## src/rtl/wmac_pkg.sv

```systemverilog
package wmac_pkg;

    typedef enum logic [1:0] {
        MODE_WORD  = 2'b00,
        MODE_HALF  = 2'b01,
        MODE_DUAL  = 2'b10,
        MODE_DUALX = 2'b11
    } wmac_mode_e;

    typedef enum logic [1:0] {
        ST_IDLE = 2'b00,
        ST_CALC = 2'b01,
        ST_DONE = 2'b10
    } wmac_state_e;

endpackage

```

## src/rtl/wmac_opsel.sv

```systemverilog
// Picks the halfword pairs for the two product lanes based on the mode.
module wmac_opsel
    import wmac_pkg::*;
#(
    parameter int OPW = 32,
    localparam int HW = OPW / 2
) (
    input  wmac_mode_e          mode,
    input  logic [1:0]          hsel,
    input  logic [OPW-1:0]      a,
    input  logic [OPW-1:0]      b,
    output logic [1:0][HW-1:0]  lane_x,
    output logic [1:0][HW-1:0]  lane_y,
    output logic [1:0]          lane_en
);
    logic [HW-1:0] a_top, a_bot, b_top, b_bot;

    always_comb begin
        a_top   = a[OPW-1:HW];
        a_bot   = a[HW-1:0];
        b_top   = b[OPW-1:HW];
        b_bot   = b[HW-1:0];
        lane_x  = '0;
        lane_y  = '0;
        lane_en = 2'b00;
        unique case (mode)
            MODE_WORD: begin
                lane_en = 2'b00;
            end
            MODE_HALF: begin
                lane_x[0] = hsel[0] ? a_top : a_bot;
                lane_y[0] = hsel[1] ? b_top : b_bot;
                lane_en   = 2'b01;
            end
            MODE_DUAL: begin
                lane_x[0] = a_bot;
                lane_y[0] = b_bot;
                lane_x[1] = a_top;
                lane_y[1] = b_top;
                lane_en   = 2'b11;
            end
            MODE_DUALX: begin
                lane_x[0] = a_bot;
                lane_y[0] = b_top;
                lane_x[1] = a_top;
                lane_y[1] = b_bot;
                lane_en   = 2'b11;
            end
            default: begin
                lane_en = 2'b00;
            end
        endcase
    end
endmodule

```

## src/rtl/wmac_mult.sv

```systemverilog
// Full-word signed product plus two signed halfword lanes, each widened to the accumulator width.
module wmac_mult #(
    parameter int OPW = 32,
    localparam int HW   = OPW / 2,
    localparam int ACCW = 2 * OPW,
    localparam int LANES = 2
) (
    input  logic [OPW-1:0]            a,
    input  logic [OPW-1:0]            b,
    input  logic [LANES-1:0][HW-1:0]  lane_x,
    input  logic [LANES-1:0][HW-1:0]  lane_y,
    input  logic [LANES-1:0]          lane_en,
    output logic [ACCW-1:0]           full_p,
    output logic [LANES-1:0][ACCW-1:0] lane_p
);
    logic signed [ACCW-1:0] fa, fb;

    assign fa     = {{OPW{a[OPW-1]}}, a};
    assign fb     = {{OPW{b[OPW-1]}}, b};
    assign full_p = fa * fb;

    for (genvar g = 0; g < LANES; g++) begin : g_lane
        logic signed [OPW-1:0] xs, ys, p;
        assign xs = {{HW{lane_x[g][HW-1]}}, lane_x[g]};
        assign ys = {{HW{lane_y[g][HW-1]}}, lane_y[g]};
        assign p  = xs * ys;
        assign lane_p[g] = lane_en[g] ? {{OPW{p[OPW-1]}}, p} : '0;
    end
endmodule

```

## src/rtl/wmac_sum.sv

```systemverilog
// Single wrapping accumulator adder shared by every mode.
module wmac_sum
    import wmac_pkg::*;
#(
    parameter int OPW = 32,
    localparam int ACCW = 2 * OPW
) (
    input  wmac_mode_e            mode,
    input  logic [ACCW-1:0]       acc,
    input  logic [ACCW-1:0]       full_p,
    input  logic [1:0][ACCW-1:0]  lane_p,
    output logic [ACCW-1:0]       sum
);
    logic [ACCW-1:0] term;

    always_comb begin
        if (mode == MODE_WORD) begin
            term = full_p;
        end else begin
            term = lane_p[0] + lane_p[1];
        end
        sum = acc + term;
    end
endmodule

```

## src/rtl/wide_mac_unit.sv

```systemverilog
module wide_mac_unit
    import wmac_pkg::*;
#(
    parameter int OPW = 32
) (
    input  logic           clk,
    input  logic           rst_n,
    input  logic           start,
    input  logic [1:0]     mode,
    input  logic [1:0]     hsel,
    input  logic [OPW-1:0] op_a,
    input  logic [OPW-1:0] op_b,
    input  logic [OPW-1:0] acc_lo,
    input  logic [OPW-1:0] acc_hi,
    output logic [OPW-1:0] res_lo,
    output logic [OPW-1:0] res_hi,
    output logic           done
);
    localparam int HW   = OPW / 2;
    localparam int ACCW = 2 * OPW;

    wmac_state_e state_q, state_d;
    logic        accept;

    logic [OPW-1:0]  a_q, b_q;
    logic [ACCW-1:0] acc_q;
    wmac_mode_e      mode_q;
    logic [1:0]      hsel_q;
    logic [ACCW-1:0] res_q;

    logic [1:0][HW-1:0]   lane_x, lane_y;
    logic [1:0]           lane_en;
    logic [ACCW-1:0]      full_p;
    logic [1:0][ACCW-1:0] lane_p;
    logic [ACCW-1:0]      sum_d;

    // next-state logic
    always_comb begin
        state_d = state_q;
        unique case (state_q)
            ST_IDLE: if (start) state_d = ST_CALC;
            ST_CALC: state_d = ST_DONE;
            ST_DONE: state_d = ST_IDLE;
            default: state_d = ST_IDLE;
        endcase
    end

    assign accept = (state_q == ST_IDLE) && start;

    // state register
    always_ff @(posedge clk or negedge rst_n) begin
        if (!rst_n) state_q <= ST_IDLE;
        else        state_q <= state_d;
    end

    // operand capture
    always_ff @(posedge clk or negedge rst_n) begin
        if (!rst_n) begin
            a_q    <= '0;
            b_q    <= '0;
            acc_q  <= '0;
            mode_q <= MODE_WORD;
            hsel_q <= '0;
        end else if (accept) begin
            a_q    <= op_a;
            b_q    <= op_b;
            acc_q  <= {acc_hi, acc_lo};
            mode_q <= wmac_mode_e'(mode);
            hsel_q <= hsel;
        end
    end

    // result register
    always_ff @(posedge clk or negedge rst_n) begin
        if (!rst_n)                   res_q <= '0;
        else if (state_q == ST_CALC)  res_q <= sum_d;
    end

    // outputs
    always_comb begin
        done   = (state_q == ST_DONE);
        res_lo = res_q[OPW-1:0];
        res_hi = res_q[ACCW-1:OPW];
    end

    wmac_opsel #(.OPW(OPW)) u_opsel (
        .mode    (mode_q),
        .hsel    (hsel_q),
        .a       (a_q),
        .b       (b_q),
        .lane_x  (lane_x),
        .lane_y  (lane_y),
        .lane_en (lane_en)
    );

    wmac_mult #(.OPW(OPW)) u_mult (
        .a       (a_q),
        .b       (b_q),
        .lane_x  (lane_x),
        .lane_y  (lane_y),
        .lane_en (lane_en),
        .full_p  (full_p),
        .lane_p  (lane_p)
    );

    wmac_sum #(.OPW(OPW)) u_sum (
        .mode   (mode_q),
        .acc    (acc_q),
        .full_p (full_p),
        .lane_p (lane_p),
        .sum    (sum_d)
    );
endmodule

```

## config.mk

```make
export PLATFORM = sky130hd
export DESIGN_NAME = wide_mac_unit
export DESIGN_NICKNAME = d
export VERILOG_FILES = /design/src/rtl/wmac_pkg.sv /design/src/rtl/wmac_opsel.sv /design/src/rtl/wmac_mult.sv /design/src/rtl/wmac_sum.sv /design/src/rtl/wide_mac_unit.sv
export SDC_FILE = /design/constraint.sdc
export NUM_CORES = 2
export LEC_CHECK = 0
export BUFFER_PORTS_ARGS = -buffer_cell sky130_fd_sc_hd__buf_2
export CAP_MARGIN = 20
export CORE_ASPECT_RATIO = 1.75
export CORE_MARGIN = 8
export CORE_UTILIZATION = 30
export CTS_BUF_LIST = sky130_fd_sc_hd__clkbuf_8
export DETAILED_ROUTE_END_ITERATION = 16
export HOLD_SLACK_MARGIN = 0.12
export PLACE_DENSITY_LB_ADDON = 0.2
export SYNTH_ARGS = -nofsm -noshare
export SYNTH_HDL_FRONTEND = slang
export SYNTH_SLANG_ARGS = --single-unit
```

## constraint.sdc

```tcl
create_clock -name clk -period 13.27 [get_ports clk]
set_clock_uncertainty 0.2 [all_clocks]
set_input_delay 0.6635 -clock clk [delete_from_list [all_inputs] [get_ports clk]]
set_output_delay 0.6635 -clock clk [all_outputs]
set_load 0.02 [all_outputs]
```

==> flow_metrics.py <==
metrics = {
    "clock_network": {
        "cts_made_buffers": 17,
        "cts_tree": "done",
        "clk_pin_slew_worst_paths_ns": 0.14,
        "clock-sinks": 198,
        "htree_levels": 4,
        "clock_latency_ns": 0.68,
        "cts_root_buf": "clkbuf_8",
        "clock_path_buffers": 2,
    },
    "sta": {
        "setup_viol": 0,
        "period_needed_ns": 12.81,
        "maxSlewHeadroom": 0.2118,
        "finalCritPeriodShare": 0.9657,
        "finalMaxSlewViolations": 0,
        "worst_pin_slew_ns": 1.174,
        "fmax_mhz": 78.04,
        "fin_tns_setup_ns": 0,
        "hold_viol": 0,
    },
    "drt": {
        "vias": 53680,
        "first_pass_iters": 7,
        "drtIter0Drc": 2854,
        "ant_nets": 0,
        "drc": 0,
        "wl_per_cell_microns": 24.20,
        "avgViaCountPerCell": 4.815,
        "drt-total-wl_microns": 269800,
    },
    "global_routing": {
        "antenna_found_initial": 19,
        "track_usage": 0.2222,
        "globalRouteOverflowTotal": 0,
        "grt_pass1_wl_microns": 401600,
        "grt_start_max_net_pins": 72,
        "grt_pass1_vias": 61650,
    },
    "logic_synthesis": {
        "synth.most_common_cell": "inv_1",
        "ys_ff_latch": 198,
        "synth_common_cells": "1,741 x inv_1, 1,609 x fa_1, 1,205 x nand2_1",
        "synth_area_leaders": "fa_1 47%, inv_1 9.5%, ha_1 8.1%, dfrtp_1 7.2%, nand2_1 6.6%",
        "synth_enable_flop_cells": 0,
        "yosysTopAreaCell": "fa_1",
        "yosysTopAreaCellShare": 0.4694,
        "seq_area_frac_synth": 0.07220,
        "ys.flop_type": "dfrtp_1",
        "netlist_area_sq_mm": 0.06863,
        "syn_avg_cell_area_sq_um": 8.929,
        "syn_nets": 9875,
        "async_flop_share": 1.000,
        "yosys_warnings": 0,
        "ys_types": 78,
        "synthCells": 7686,
    },
    "cells_and_area": {
        "area_growth_pct": 12.64,
        "fin_nets": 10280,
        "fin_cells": 11150,
        "drive_above_1_share": 0.1116,
        "final_util": 0.3392,
    },
    "hold_path": {
        "holdPathEnd": "b_q[2]",
        "hold_path_depth": 2,
        "min_from": "op_b[2]",
        "hold_path.class": "input port to flip-flop",
    },
    "floorplan": {
        "fp.dieH_microns": 648.7,
        "core_area_sq_mm": 0.2279,
        "dieArea_sq_mm": 0.2449,
        "io_pins": 200,
        "start_util": 0.3012,
        "die_w_microns": 377.6,
        "rows": 232,
    },
    "critical_path": {
        "worst-path-max-fanout": 8,
        "reg2reg_from": "mode_q[1]",
        "cp-start-kind": "flip-flop",
        "cpPeakStageDelay_ns": 0.57,
        "r2r-end": "res_q[60]",
        "crit_arrival_ns": 13.15,
        "r2r_cells": 55,
        "rrSetupSlack_ns": 0.46,
        "end_kind": "flip-flop",
        "timing.critical_path.mode_cell": "fa_1",
        "cp_slowest_cell": "fa_1",
        "cp.required_ns": 13.60,
        "crit_type": "flip-flop to flip-flop",
    },
    "place": {
        "dp.cells": 10990,
        "routabilityCongestion": 0.9589,
        "dp_hpwl_microns": 229600,
        "port_buffers": 199,
    },
    "flow_run": {
        "drv_cap": 0,
    },
    "outcome": {
        "run_status": "finished clean",
    },
}
## critical path, delay by kind of cell, from the launching register on
kind	cells	cell delay, ns
simple gates	7	1.10
xor+xnor	1	0.18
mux	1	0.11
fa+ha+maj	9	4.03
flops	1	0.47
compound gates	27	5.47
buf+inv	10	1.07
## flip-flops by register name, summed over array words and instances (netlist names)
register / flops
a_q: 32
mode_q: 2
res_q: 64
hsel_q: 2
state_q: 2
b_q: 32
acc_q: 64
## through the flow
step	hold WS [ns]	area, sq um	worst slack (ns)
final	0.1892	77300	0.4553
after detailed placement	0.2613	75430	-0.2719
after global routing	0.1466	77290	-0.07639
after floorplan	0.1679	68630	0.4344
after global placement	0.2584	75430	-0.1676
after CTS	0.1207	77090	0.05334
## layout make-up
class,count,area (sq um)
fill,23870,150600
multi-input combinational,5355,55840
inverter,1742,6539
timing repair buffer,775,5733
sequential,198,4957
tap,3042,3806
clock buffer,17,234.0
clock inverter,15,175.2
antenna,6,15.01
## kinds of logic (layout without fill, tap and decap cells)
kind of cell,after synthesis,in the layout,share of synthesized area
xor+xnor,212,212,0.02726
compound gates,732,732,0.06717
other cells,0,6,0
buf+inv,2133,2549,0.1167
mux,162,162,0.02622
flops,198,198,0.07220
simple gates,2195,2195,0.1400
fa+ha+maj,2054,2054,0.5505
## layout by cell type, fill, tap and decap left out, types with 7 or more instances in the layout
cell type and count:
buf_4 445, clkbuf_8 17, dlygate4sd3_1 122, nand2_1 1204
dfrtp_1 196, nor3_1 39, ha_1 445, a21oi_1 206
a21o_1 105, nand2b_1 72, buf_2 198, o21ai_1 12
fa_1 1609, nor2b_1 38, a22oi_1 16, o21a_1 28
mux2_2 142, o31ai_1 9, or3_1 10, o21ai_0 184
a31o_2 9, xnor2_1 127, o21bai_1 23, or2_2 21
nand3_1 46, nor2_1 414, a211oi_1 20, nand4_1 18
mux2i_1 17, a22o_1 16, o21ai_2 7, xor2_1 84
and2_1 273, inv_1 1741, and4_1 7, and3_1 24
a31oi_1 20
## layer usage
layer | track usage | vias to the layer above | share of wire
li1 | - | 23600 | -
met3 | 0.02300 | 583 | 0.036
met5 | 0 | - | 0.000093
met4 | 0.1200 | 4 | 0.068
met1 | 0.2407 | 28070 | 0.36
met2 | 0.4192 | 1428 | 0.54
## worst max-delay path by stage
stage,startpoint,slack [ns],depth (start not counted),endpoint
5_1_grt,mode_q[1],-0.08,51,res_q[61]
6_report,mode_q[1],0.46,55,res_q[60]
4_1_cts,mode_q[0],0.05,53,res_q[61]
3_5_place_dp,mode_q[1],-0.27,52,res_q[63]
3_3_place_gp,mode_q[1],-0.17,53,res_q[61]
2_1_floorplan,mode_q[1],0.43,55,res_q[61]
## repair_timing
action | 4_1_cts | 5_1_grt
hold buffers | 122 | 0
pin swaps | 0 | 11
gates resized for setup | 6 | 40
setup endpoints to repair | 11 | 20
setup buffers | 0 | 5
gates cloned | 0 | 0
hold endpoints to repair | 189 | 0
Power is left out: the tool's default activity adds up to more than one toggle a clock period on the data nets, which glitch-free logic cannot reach.
